[config.mk]
export PLATFORM = sky130hd
export DESIGN_NAME = hz_stall_ctrl
export DESIGN_NICKNAME = d
export VERILOG_FILES = /design/src/rtl/hz_pkg.sv /design/src/rtl/hz_detect.sv /design/src/rtl/hz_pc_reg.sv /design/src/rtl/hz_pipe_regs.sv /design/src/rtl/hz_stall_ctrl.sv
export SDC_FILE = /design/constraint.sdc
export NUM_CORES = 1
export LEC_CHECK = 0
export BUFFER_PORTS_ARGS = -buffer_cell sky130_fd_sc_hd__buf_4
export CAP_MARGIN = 25
export CORE_UTILIZATION = 30
export DETAILED_ROUTE_END_ITERATION = 7
export GPL_TIMING_DRIVEN = 0
export HOLD_SLACK_MARGIN = 0.06
export PLACE_DENSITY_LB_ADDON = 0.12
export SYNTH_ARGS = -nofsm -noshare
export SYNTH_HDL_FRONTEND = slang
export SYNTH_HIERARCHICAL = 1
export SYNTH_SLANG_ARGS = --single-unit
[constraint.sdc]
create_clock -name clk_i -period 4.5 [get_ports clk_i]
set_input_delay 1.35 -clock clk_i [delete_from_list [all_inputs] [get_ports clk_i]]
set_output_delay 1.35 -clock clk_i [all_outputs]
set_load 0.005 [all_outputs]
[src/rtl/hz_pkg.sv]
package hz_pkg;

    // Control bits carried with an instruction down the pipeline.
    typedef struct packed {
        logic valid;
        logic reg_we;
        logic mem_wr;
    } ctl_t;

    // A bubble has no valid bit and no side effects.
    localparam ctl_t CTL_BUBBLE = '{valid: 1'b0, reg_we: 1'b0, mem_wr: 1'b0};

endpackage

[src/rtl/hz_detect.sv]
module hz_detect #(
    parameter int AW   = 5,
    parameter int NSRC = 2
) (
    input  logic              dec_valid_i,
    input  logic [NSRC*AW-1:0] src_i,
    input  logic [NSRC-1:0]   use_i,
    input  logic [AW-1:0]     ex_rd_i,
    input  logic              ex_we_i,
    output logic              stall_o
);

    logic [NSRC-1:0] hit;
    logic            ex_live;

    // Only a nonzero, actually written destination can conflict.
    assign ex_live = ex_we_i && (ex_rd_i != '0);

    for (genvar i = 0; i < NSRC; i++) begin : g_src
        assign hit[i] = use_i[i] && (src_i[i*AW +: AW] == ex_rd_i);
    end

    assign stall_o = dec_valid_i && ex_live && (|hit);

endmodule

[src/rtl/hz_pc_reg.sv]
module hz_pc_reg #(
    parameter int PC_W = 32,
    parameter int STEP = 4
) (
    input  logic            clk_i,
    input  logic            rst_i,
    input  logic            we_i,
    output logic [PC_W-1:0] pc_o
);

    localparam logic [PC_W-1:0] INC = PC_W'(STEP);

    logic [PC_W-1:0] pc_d;
    logic [PC_W-1:0] pc_q;

    always_comb begin
        pc_d = pc_q;
        if (we_i) begin
            pc_d = pc_q + INC;
        end
    end

    always_ff @(posedge clk_i) begin
        if (rst_i) begin
            pc_q <= '0;
        end else begin
            pc_q <= pc_d;
        end
    end

    assign pc_o = pc_q;

    // a frozen cycle leaves the fetch address unchanged.
    a_r5_pc_hold: assert property (@(posedge clk_i) disable iff (rst_i)
        !we_i |=> $stable(pc_q));

    // an enabled cycle moves to the next sequential address.
    a_r9_pc_step: assert property (@(posedge clk_i) disable iff (rst_i)
        we_i |=> (pc_q == $past(pc_q) + INC));

endmodule

[src/rtl/hz_pipe_regs.sv]
module hz_pipe_regs
    import hz_pkg::*;
#(
    parameter int AW    = 5,
    parameter int TAG_W = 8
) (
    input  logic             clk_i,
    input  logic             rst_i,
    input  logic             stall_i,
    input  logic [TAG_W-1:0] f_tag_i,
    input  logic [AW-1:0]    f_rs1_i,
    input  logic             f_rs1_use_i,
    input  logic [AW-1:0]    f_rs2_i,
    input  logic             f_rs2_use_i,
    input  logic [AW-1:0]    f_rd_i,
    input  logic             f_reg_we_i,
    input  logic             f_mem_wr_i,
    output logic             d_valid_o,
    output logic [AW-1:0]    d_rs1_o,
    output logic             d_rs1_use_o,
    output logic [AW-1:0]    d_rs2_o,
    output logic             d_rs2_use_o,
    output logic [TAG_W-1:0] x_tag_o,
    output logic [AW-1:0]    x_rd_o,
    output ctl_t             x_ctl_o,
    output logic             w_valid_o,
    output logic [TAG_W-1:0] w_tag_o
);

    typedef struct packed {
        logic [TAG_W-1:0] tag;
        logic [AW-1:0]    rs1;
        logic             rs1_use;
        logic [AW-1:0]    rs2;
        logic             rs2_use;
        logic [AW-1:0]    rd;
        ctl_t             ctl;
    } dec_t;

    typedef struct packed {
        logic [TAG_W-1:0] tag;
        logic [AW-1:0]    rd;
        ctl_t             ctl;
    } exe_t;

    typedef struct packed {
        logic             valid;
        logic [TAG_W-1:0] tag;
    } trk_t;

    typedef struct packed {
        dec_t ifid;
        exe_t idex;
        trk_t exmem;
        trk_t memwb;
    } pipe_t;

    // All-zero state is a bubble in every stage.
    localparam pipe_t PIPE_RST = '0;

    pipe_t st_d;
    pipe_t st_q;

    always_comb begin
        st_d = st_q;

        // Fetch-to-decode: load unless frozen.
        if (!stall_i) begin
            st_d.ifid.tag        = f_tag_i;
            st_d.ifid.rs1        = f_rs1_i;
            st_d.ifid.rs1_use    = f_rs1_use_i;
            st_d.ifid.rs2        = f_rs2_i;
            st_d.ifid.rs2_use    = f_rs2_use_i;
            st_d.ifid.rd         = f_rd_i;
            st_d.ifid.ctl.valid  = 1'b1;
            st_d.ifid.ctl.reg_we = f_reg_we_i;
            st_d.ifid.ctl.mem_wr = f_mem_wr_i;
        end

        // Decode-to-execute: a NOP on a stall, else the decoded instruction.
        if (stall_i) begin
            st_d.idex.tag = '0;
            st_d.idex.rd  = '0;
            st_d.idex.ctl = CTL_BUBBLE;
        end else begin
            st_d.idex.tag = st_q.ifid.tag;
            st_d.idex.rd  = st_q.ifid.rd;
            st_d.idex.ctl = st_q.ifid.ctl;
        end

        // Memory and write-back stages simply advance.
        st_d.exmem.valid = st_q.idex.ctl.valid;
        st_d.exmem.tag   = st_q.idex.tag;
        st_d.memwb       = st_q.exmem;
    end

    always_ff @(posedge clk_i) begin
        if (rst_i) begin
            st_q <= PIPE_RST;
        end else begin
            st_q <= st_d;
        end
    end

    assign d_valid_o   = st_q.ifid.ctl.valid;
    assign d_rs1_o     = st_q.ifid.rs1;
    assign d_rs1_use_o = st_q.ifid.rs1_use;
    assign d_rs2_o     = st_q.ifid.rs2;
    assign d_rs2_use_o = st_q.ifid.rs2_use;
    assign x_tag_o     = st_q.idex.tag;
    assign x_rd_o      = st_q.idex.rd;
    assign x_ctl_o     = st_q.idex.ctl;
    assign w_valid_o   = st_q.memwb.valid;
    assign w_tag_o     = st_q.memwb.tag;

    // the decode instruction survives a frozen cycle unchanged.
    a_r6_ifid_hold: assert property (@(posedge clk_i) disable iff (rst_i)
        stall_i |=> ($stable(st_q.ifid.tag) && st_q.ifid.ctl.valid));

    // the execute stage sees a side-effect-free NOP after a stall.
    a_r7_bubble: assert property (@(posedge clk_i) disable iff (rst_i)
        stall_i |=> (!st_q.idex.ctl.valid && !st_q.idex.ctl.reg_we && !st_q.idex.ctl.mem_wr));

endmodule

[src/rtl/hz_stall_ctrl.sv]
module hz_stall_ctrl
    import hz_pkg::*;
#(
    parameter int AW    = 5,
    parameter int PC_W  = 32,
    parameter int TAG_W = 8,
    parameter int STEP  = 4
) (
    input  logic             clk_i,
    input  logic             rst_i,
    input  logic [TAG_W-1:0] f_tag_i,
    input  logic [AW-1:0]    f_rs1_i,
    input  logic             f_rs1_use_i,
    input  logic [AW-1:0]    f_rs2_i,
    input  logic             f_rs2_use_i,
    input  logic [AW-1:0]    f_rd_i,
    input  logic             f_reg_we_i,
    input  logic             f_mem_wr_i,
    output logic [PC_W-1:0]  pc_o,
    output logic             pc_we_o,
    output logic             ifid_hold_o,
    output logic             idex_bubble_o,
    output logic             ex_valid_o,
    output logic [TAG_W-1:0] ex_tag_o,
    output logic             ex_reg_we_o,
    output logic             ex_mem_wr_o,
    output logic             wb_valid_o,
    output logic [TAG_W-1:0] wb_tag_o
);

    localparam int NSRC = 2;

    logic          stall;
    logic          d_valid;
    logic [AW-1:0] d_rs1;
    logic          d_rs1_use;
    logic [AW-1:0] d_rs2;
    logic          d_rs2_use;
    logic [AW-1:0] x_rd;
    ctl_t          x_ctl;

    hz_pipe_regs #(.AW(AW), .TAG_W(TAG_W)) u_pipe (
        .clk_i       (clk_i),
        .rst_i       (rst_i),
        .stall_i     (stall),
        .f_tag_i     (f_tag_i),
        .f_rs1_i     (f_rs1_i),
        .f_rs1_use_i (f_rs1_use_i),
        .f_rs2_i     (f_rs2_i),
        .f_rs2_use_i (f_rs2_use_i),
        .f_rd_i      (f_rd_i),
        .f_reg_we_i  (f_reg_we_i),
        .f_mem_wr_i  (f_mem_wr_i),
        .d_valid_o   (d_valid),
        .d_rs1_o     (d_rs1),
        .d_rs1_use_o (d_rs1_use),
        .d_rs2_o     (d_rs2),
        .d_rs2_use_o (d_rs2_use),
        .x_tag_o     (ex_tag_o),
        .x_rd_o      (x_rd),
        .x_ctl_o     (x_ctl),
        .w_valid_o   (wb_valid_o),
        .w_tag_o     (wb_tag_o)
    );

    hz_detect #(.AW(AW), .NSRC(NSRC)) u_detect (
        .dec_valid_i (d_valid),
        .src_i       ({d_rs2, d_rs1}),
        .use_i       ({d_rs2_use, d_rs1_use}),
        .ex_rd_i     (x_rd),
        .ex_we_i     (x_ctl.reg_we),
        .stall_o     (stall)
    );

    hz_pc_reg #(.PC_W(PC_W), .STEP(STEP)) u_pc (
        .clk_i (clk_i),
        .rst_i (rst_i),
        .we_i  (pc_we_o),
        .pc_o  (pc_o)
    );

    assign pc_we_o       = !stall;
    assign ifid_hold_o   = stall;
    assign idex_bubble_o = stall;
    assign ex_valid_o    = x_ctl.valid;
    assign ex_reg_we_o   = x_ctl.reg_we;
    assign ex_mem_wr_o   = x_ctl.mem_wr;

    // the hardwired zero register in execute never freezes decode.
    a_r4_zero_dst: assert property (@(posedge clk_i) disable iff (rst_i)
        (x_rd == '0) |-> !stall);

    // the producer leaves execute after one frozen cycle, so one bubble only.
    a_r8_one_bubble: assert property (@(posedge clk_i) disable iff (rst_i)
        stall |=> !stall);

endmodule

# --- Yosys cells after proc, flatten, opt, wreduce, memory -nomap -nowiden ---
# Index checks and enable logic that the tools add are counted.
word_totals:
  regBits: 94
  wordCells: 31
  out_inout_bits: 55
  input_bits: 29
classes:
  reduce_logical: 9
  eq_ne: 2
  add_sub_neg: 1
ops:
  columns: ["cell", "n"]
  rows:
  - ["$add 32x3->32 const B", 1]
  - ["$eq 5x5->1", 2]
  - ["$logic_and 1x1->1", 5]
  - ["$reduce_bool 5->1", 1]
  - ["$reduce_or 2->1", 2]
  - ["$logic_not 1->1", 1]

# --- Longest topological paths before layout ---
depth:
  ltp_word: 5
  mapped_depth: 14
  depth_no_buf: 9

# --- Hierarchy ---
# Netlist, hierarchy kept.
by_module_without_submodules:
  columns: ["mod", "instances", "cells_each", "area_per_inst_um2", "seq_area_each_um2"]
  rows:
  - ["hz_pipe_regs", 1, 196, 2150.8, 1241.2]
  - ["hz_pc_reg", 1, 165, 1487.7, 600.6]
  - ["hz_detect", 1, 17, 135.1, 0.0]
  - ["hz_stall_ctrl", 1, 2, 11.3, 0.0]

# --- Least setup slack after synthesis ---
# No wires, ideal clock.
synth_timing:
  kind: "reg2reg"
  from: "register u_pipe.st_q, in the netlist u_pipe/x_rd_o[1]"
  to: "register u_pc.pc_q[19] (netlist: u_pc/pc_o[19])"
  path_slack_ps: 1679
  arrival_time_ps: 2698
  t_required_ps: 4377
  n_path_buf: 4
  synth_period_minus_slack_ps: 2821
  path_stages_with_launch: 13
  setup_time_ps: 123
  cell_sequence: "dfxtp_1 -> buf_4 -> or4_1 -> o211ai_2 -> a21oi_1 -> inv_1 -> buf_6 -> nand4_1 -> or4_1 -> buf_2 -> buf_6 -> nor3_1 -> mux2_1"
synth_via:
  elab_chain_cells: 4
  elab_cells_between_ends: 9
  cone_classes: "eq/ne (2); reduce/logical (7)"
synth_lines:
  columns: ["element", "line", "rtl"]
  rows:
  - ["start, declared", "hz_pipe_regs.sv:62", "pipe_t st_q;"]
  - ["start signal, assigned", "hz_pipe_regs.sv:101", "st_q <= st_d;"]
  - ["$eq 5x5->1 / $reduce_bool 5->1 (equally long branches)", "hz_detect.sv:20, hz_detect.sv:17", null]
  - ["$logic_and 1x1->1, on equally long branches", "hz_detect.sv:20, hz_detect.sv:17", null]
  - ["$reduce_or 2->1 / $logic_and 1x1->1 (equally long branches)", "hz_detect.sv:23", "assign stall_o = dec_valid_i && ex_live && (|hit);"]
  - ["$logic_and 1x1->1 (*)", "hz_detect.sv:23", null]
  - ["via idex_bubble_o", "hz_stall_ctrl.sv:22", "output logic idex_bubble_o,"]
  - ["end signal, assigned", "hz_pc_reg.sv:27", "pc_q <= pc_d;"]
  - ["end, declared", "hz_pc_reg.sv:14", "logic [PC_W-1:0] pc_q;"]
# The timed path passes the listed nets; every way through them passes the cells marked *.
# A chain may end at the register's enable or synchronous reset.

# --- Worst setup path after layout ---
layout_timing:
  from: "register u_pipe.st_q, in the netlist u_pipe/d_rs1_o[2]"
  to: "output port pc_we_o"
layout_via:
  elab_chain_cells: 5
layout_lines:
  columns: ["element", "line", "rtl"]
  rows:
  - ["$eq 5x5->1", "hz_detect.sv:20", "assign hit[i] = use_i[i] && (src_i[i*AW +: AW] == ex_rd_i);"]
  - ["$logic_and 1x1->1", "hz_detect.sv:20", null]
  - ["$reduce_or 2->1", "hz_detect.sv:23", null]
  - ["$logic_and 1x1->1", "hz_detect.sv:23", null]
  - ["$logic_not 1->1", "hz_stall_ctrl.sv:82", "assign pc_we_o = !stall;"]
  - ["end, declared", "hz_stall_ctrl.sv:20", "output logic pc_we_o,"]
# Every way passes these cells.

==> results by group <==
Cells and area
  – # diodes: 0
  – Filler cell count: 1254
  – Final Cell Area: 4880 um^2
  – Fraction of layout cells with a size suffix above 1: 31.8%
  – Final core occ: 40.2%
  – Layout area overhead: 29.0%
  – Nets: 503
  – Final cell count without fillers: 646

Synthesis
  – Leading area contributor after synthesis: dfxtp_1
  – Synth Cell Area: 3780 um^2
  – Post-synth cell types: 34
  – Ys flop type: dfxtp_1
  – Fraction of registers with async set/reset: 0%
  – Top cell type's share of synthesized area: 48.7%
  – Gate Count Post-Synth: 380
  – Commonest cells in the netlist: dfxtp_1, nor2_1, buf_4, mux2i_1, nor2b_1
  – Number of synthesized flops with an enable pin: 0
  – Synth warn: 6
  – Syn avg cell area: 9.96 um^2
  – Ranking of synthesized cells by area: dfxtp_1, buf_4, mux2i_1
  – Synth Register Bits: 92
  – Sequential area share after synthesis: 48.7%
  – Top-count cell post-synth: dfxtp_1

Pwr
  – Max IR drop VDD: 0.000131 V
  – Gate power share: 6.8%
  – Pint: 1.28 mW
  – Switching Share: 23.0%
  – LEAKAGE: 2.05 nW
  – Power Total: 1.67 mW
  – PwrDens: 342 nW/um^2
  – Clk pwr share: 42.1%
  – Flop pwr share: 51.1%
  – Net load switching power: 384 uW

Timing
  – Fin. max-slew vios: 0
  – Relative slew margins: 60.1%
  – Final hold violation count: 0
  – Minimum clock period after layout: 3.48 ns
  – RSZ-0062 raised after global routing: no
  – Final Hold Slack: 0.434 ns
  – # setup viols final: 0
  – Setup Skew: 0.00523 ns
  – F_max: 287 MHz
  – Worst Tran Pin Value: 0.599 ns
  – Period utilization: 77.4%
  – Setup WS post-layout: 1.02 ns
  – Setup TNS: 0 ns

Critical path
  – Critical Path Start Type: flip-flop
  – Arr. time, crit path: 2.13 ns
  – Critical Path Sink Type: primary output
  – Req. time, crit path: 3.15 ns
  – Crit-path max FO: 6
  – Crit path kind: flip-flop to primary output

Routing
  – Per-cell routed wire length: 12.2 um
  – Vias: 2802
  – Final Routed Wirelength: 7890 um
  – Post-detailed-route count of antenna-violating nets: 0
  – DRC: 0
  – 1st-pass router iterations: 4
  – Vias per cell: 4.34
  – Initial DRC count: 131

Placement
  – Final GP Congestion: 0.760
  – DP Area: 4610 um^2
  – Input/output buffers: 81
  – Inst Count DP: 630
  – Final HPWL DP: 5820 um
  – Post-place setup slack: 1.35 ns

CTS
  – Setup Buffers After CTS: 0
  – Clock Path Buffers: 2
  – CTS H-Tree Depth: 3
  – Clock sinks: 92
  – Post-CTS sizing: 0
  – Hold buffer count at CTS: 0
  – Root buf cell: clkbuf_16
  – Clk slew on worst S/H paths: 0.07 ns
  – Total CTS buffers: 9
  – Clock latency on the worst-skew pair: 0.33 ns
  – Clock tree from TritonCTS: yes

Die
  – Die area: 13100 um^2
  – Std cell rows: 40
  – Top Ports: 84
  – Core area: 12200 um^2
  – Die Ht: 114 um
  – Starting Density: 31.1%
  – Chip width: 114 um

Global route
  – Largest net degree at the start of global routing: 17
  – Congestion Overflow GR: 0
  – Global-route wire length before repair: 13000 um
  – Initial antenna violation count: 0
  – Vias in the first global route: 2642
  – Gr usage total: 12.9%

Flow run
  – Max-cap violations: 0

Worst hold path
  – Worst hold-check path type: flip-flop to flip-flop

Run status
  – Status: finished clean
[placed cells by master (no fill, tap or decap)]
cell type        n
o21ai_1          5
o21ba_1          2
inv_6            2
conb_1           2
nand4_1         12
nand3_1          9
clkinv_2         1
buf_4          120
o31ai_1          6
clkinvlp_4       1
ha_1             1
buf_2            6
nor3_1           4
a21oi_1         14
nand2_1          7
dfxtp_1         92
and2_1          17
and4_1           3
nor2b_1         20
mux2i_1         28
dlygate4sd1_1    1
o211ai_2         1
or4_1            8
clkbuf_1         3
nor4_1           9
and3b_1          1
buf_6            8
inv_1            4
nor2_1          44
clkbuf_16        9
xor2_1          13
nand3_2          1
o21ai_0          1
o31a_1           2
mux2_1           2
nand4_4          1
xnor2_1         10
clkinv_4         2
or3_1            6
[layer usage]
layer / wire, um / vias up / GRT usage, %
li1: - / 1451 / -
met2: 3520 / 69 / 19.8
met4: 137 / 0 / 5.97
met1: 3900 / 1272 / 17.4
met5: 0 / - / 0
met3: 338 / 10 / 2.49
[flip-flops by register name, indices dropped and copies added, names as in the netlist, 3 cells and up]
signal / flops
u_pipe/st_d: 9
u_pipe/x_ctl_o: 3
u_pipe/x_rd_o: 5
u_pipe/w_tag_o: 8
u_pipe/st_q: 15
u_pipe/x_tag_o: 8
u_pc/pc_o: 30
u_pipe/d_rs1_o: 5
u_pipe/d_rs2_o: 5
[area by class of cell]
cell class / instances / area (um^2) / area share (%)
clock inverters: 6 / 47.5 / 0.974
well taps: 168 / 210 / 4.30
inverters: 4 / 15.0 / 0.307
plain buffers: 56 / 429 / 8.79
flip-flops and latches: 92 / 1840 / 37.7
multi-input cells: 229 / 1500 / 30.8
clock buffers: 10 / 229 / 4.69
repair buffers: 81 / 608 / 12.5
[power by group through the flow]
stage	combinational, mW	sequential [mW]	clock [mW]
after floorplan	0.0682	0.868	0
after global placement	0.114	0.872	0
after detailed placement	0.115	0.872	0
after CTS	0.115	0.853	0.735
after global routing	0.126	0.856	0.774
final	0.113	0.853	0.703
[logic make-up after synthesis]
logic type | share of synthesized area, %
other | 0.0991
xor gates and xnor gates | 5.32
and+or+nand+nor | 20.7
DFF | 48.7
AOI/OAI and AO/OA | 5.16
buffers and inverters | 11.7
muxes | 8.00
adders and majority gates | 0.331
[critical path, stage by stage (launching register included)]
cell and delay (ns):
dfxtp_1 0.31, buf_4 0.13, xor2_1 0.15, nor4_1 0.26
nand3_1 0.12, a21oi_1 0.51, inv_1 0.15, buf_4 0.17
[worst paths after layout]
| check | startpoint | endpoint | slack, ns | cells after the start |
|---|---|---|---|---|
| worst max-delay path | u_pipe/d_rs1_o[2]$_SDFFE_PP0N_ | pc_we_o | 1.02 | 7 |
| worst min-delay path | u_pipe/st_d[5]$_SDFF_PP0_ | u_pipe/w_tag_o[5]$_SDFF_PP0_ | 0.43 | 1 |
| worst max register to register | u_pipe/x_rd_o[1]$_SDFF_PP0_ | u_pc/pc_o[19]$_SDFFE_PP0P_ | 1.38 | 12 |
| worst min register to register | u_pipe/st_d[5]$_SDFF_PP0_ | u_pipe/w_tag_o[5]$_SDFF_PP0_ | 0.43 | 1 |
No activity file was read; power rests on OpenSTA's default activity.
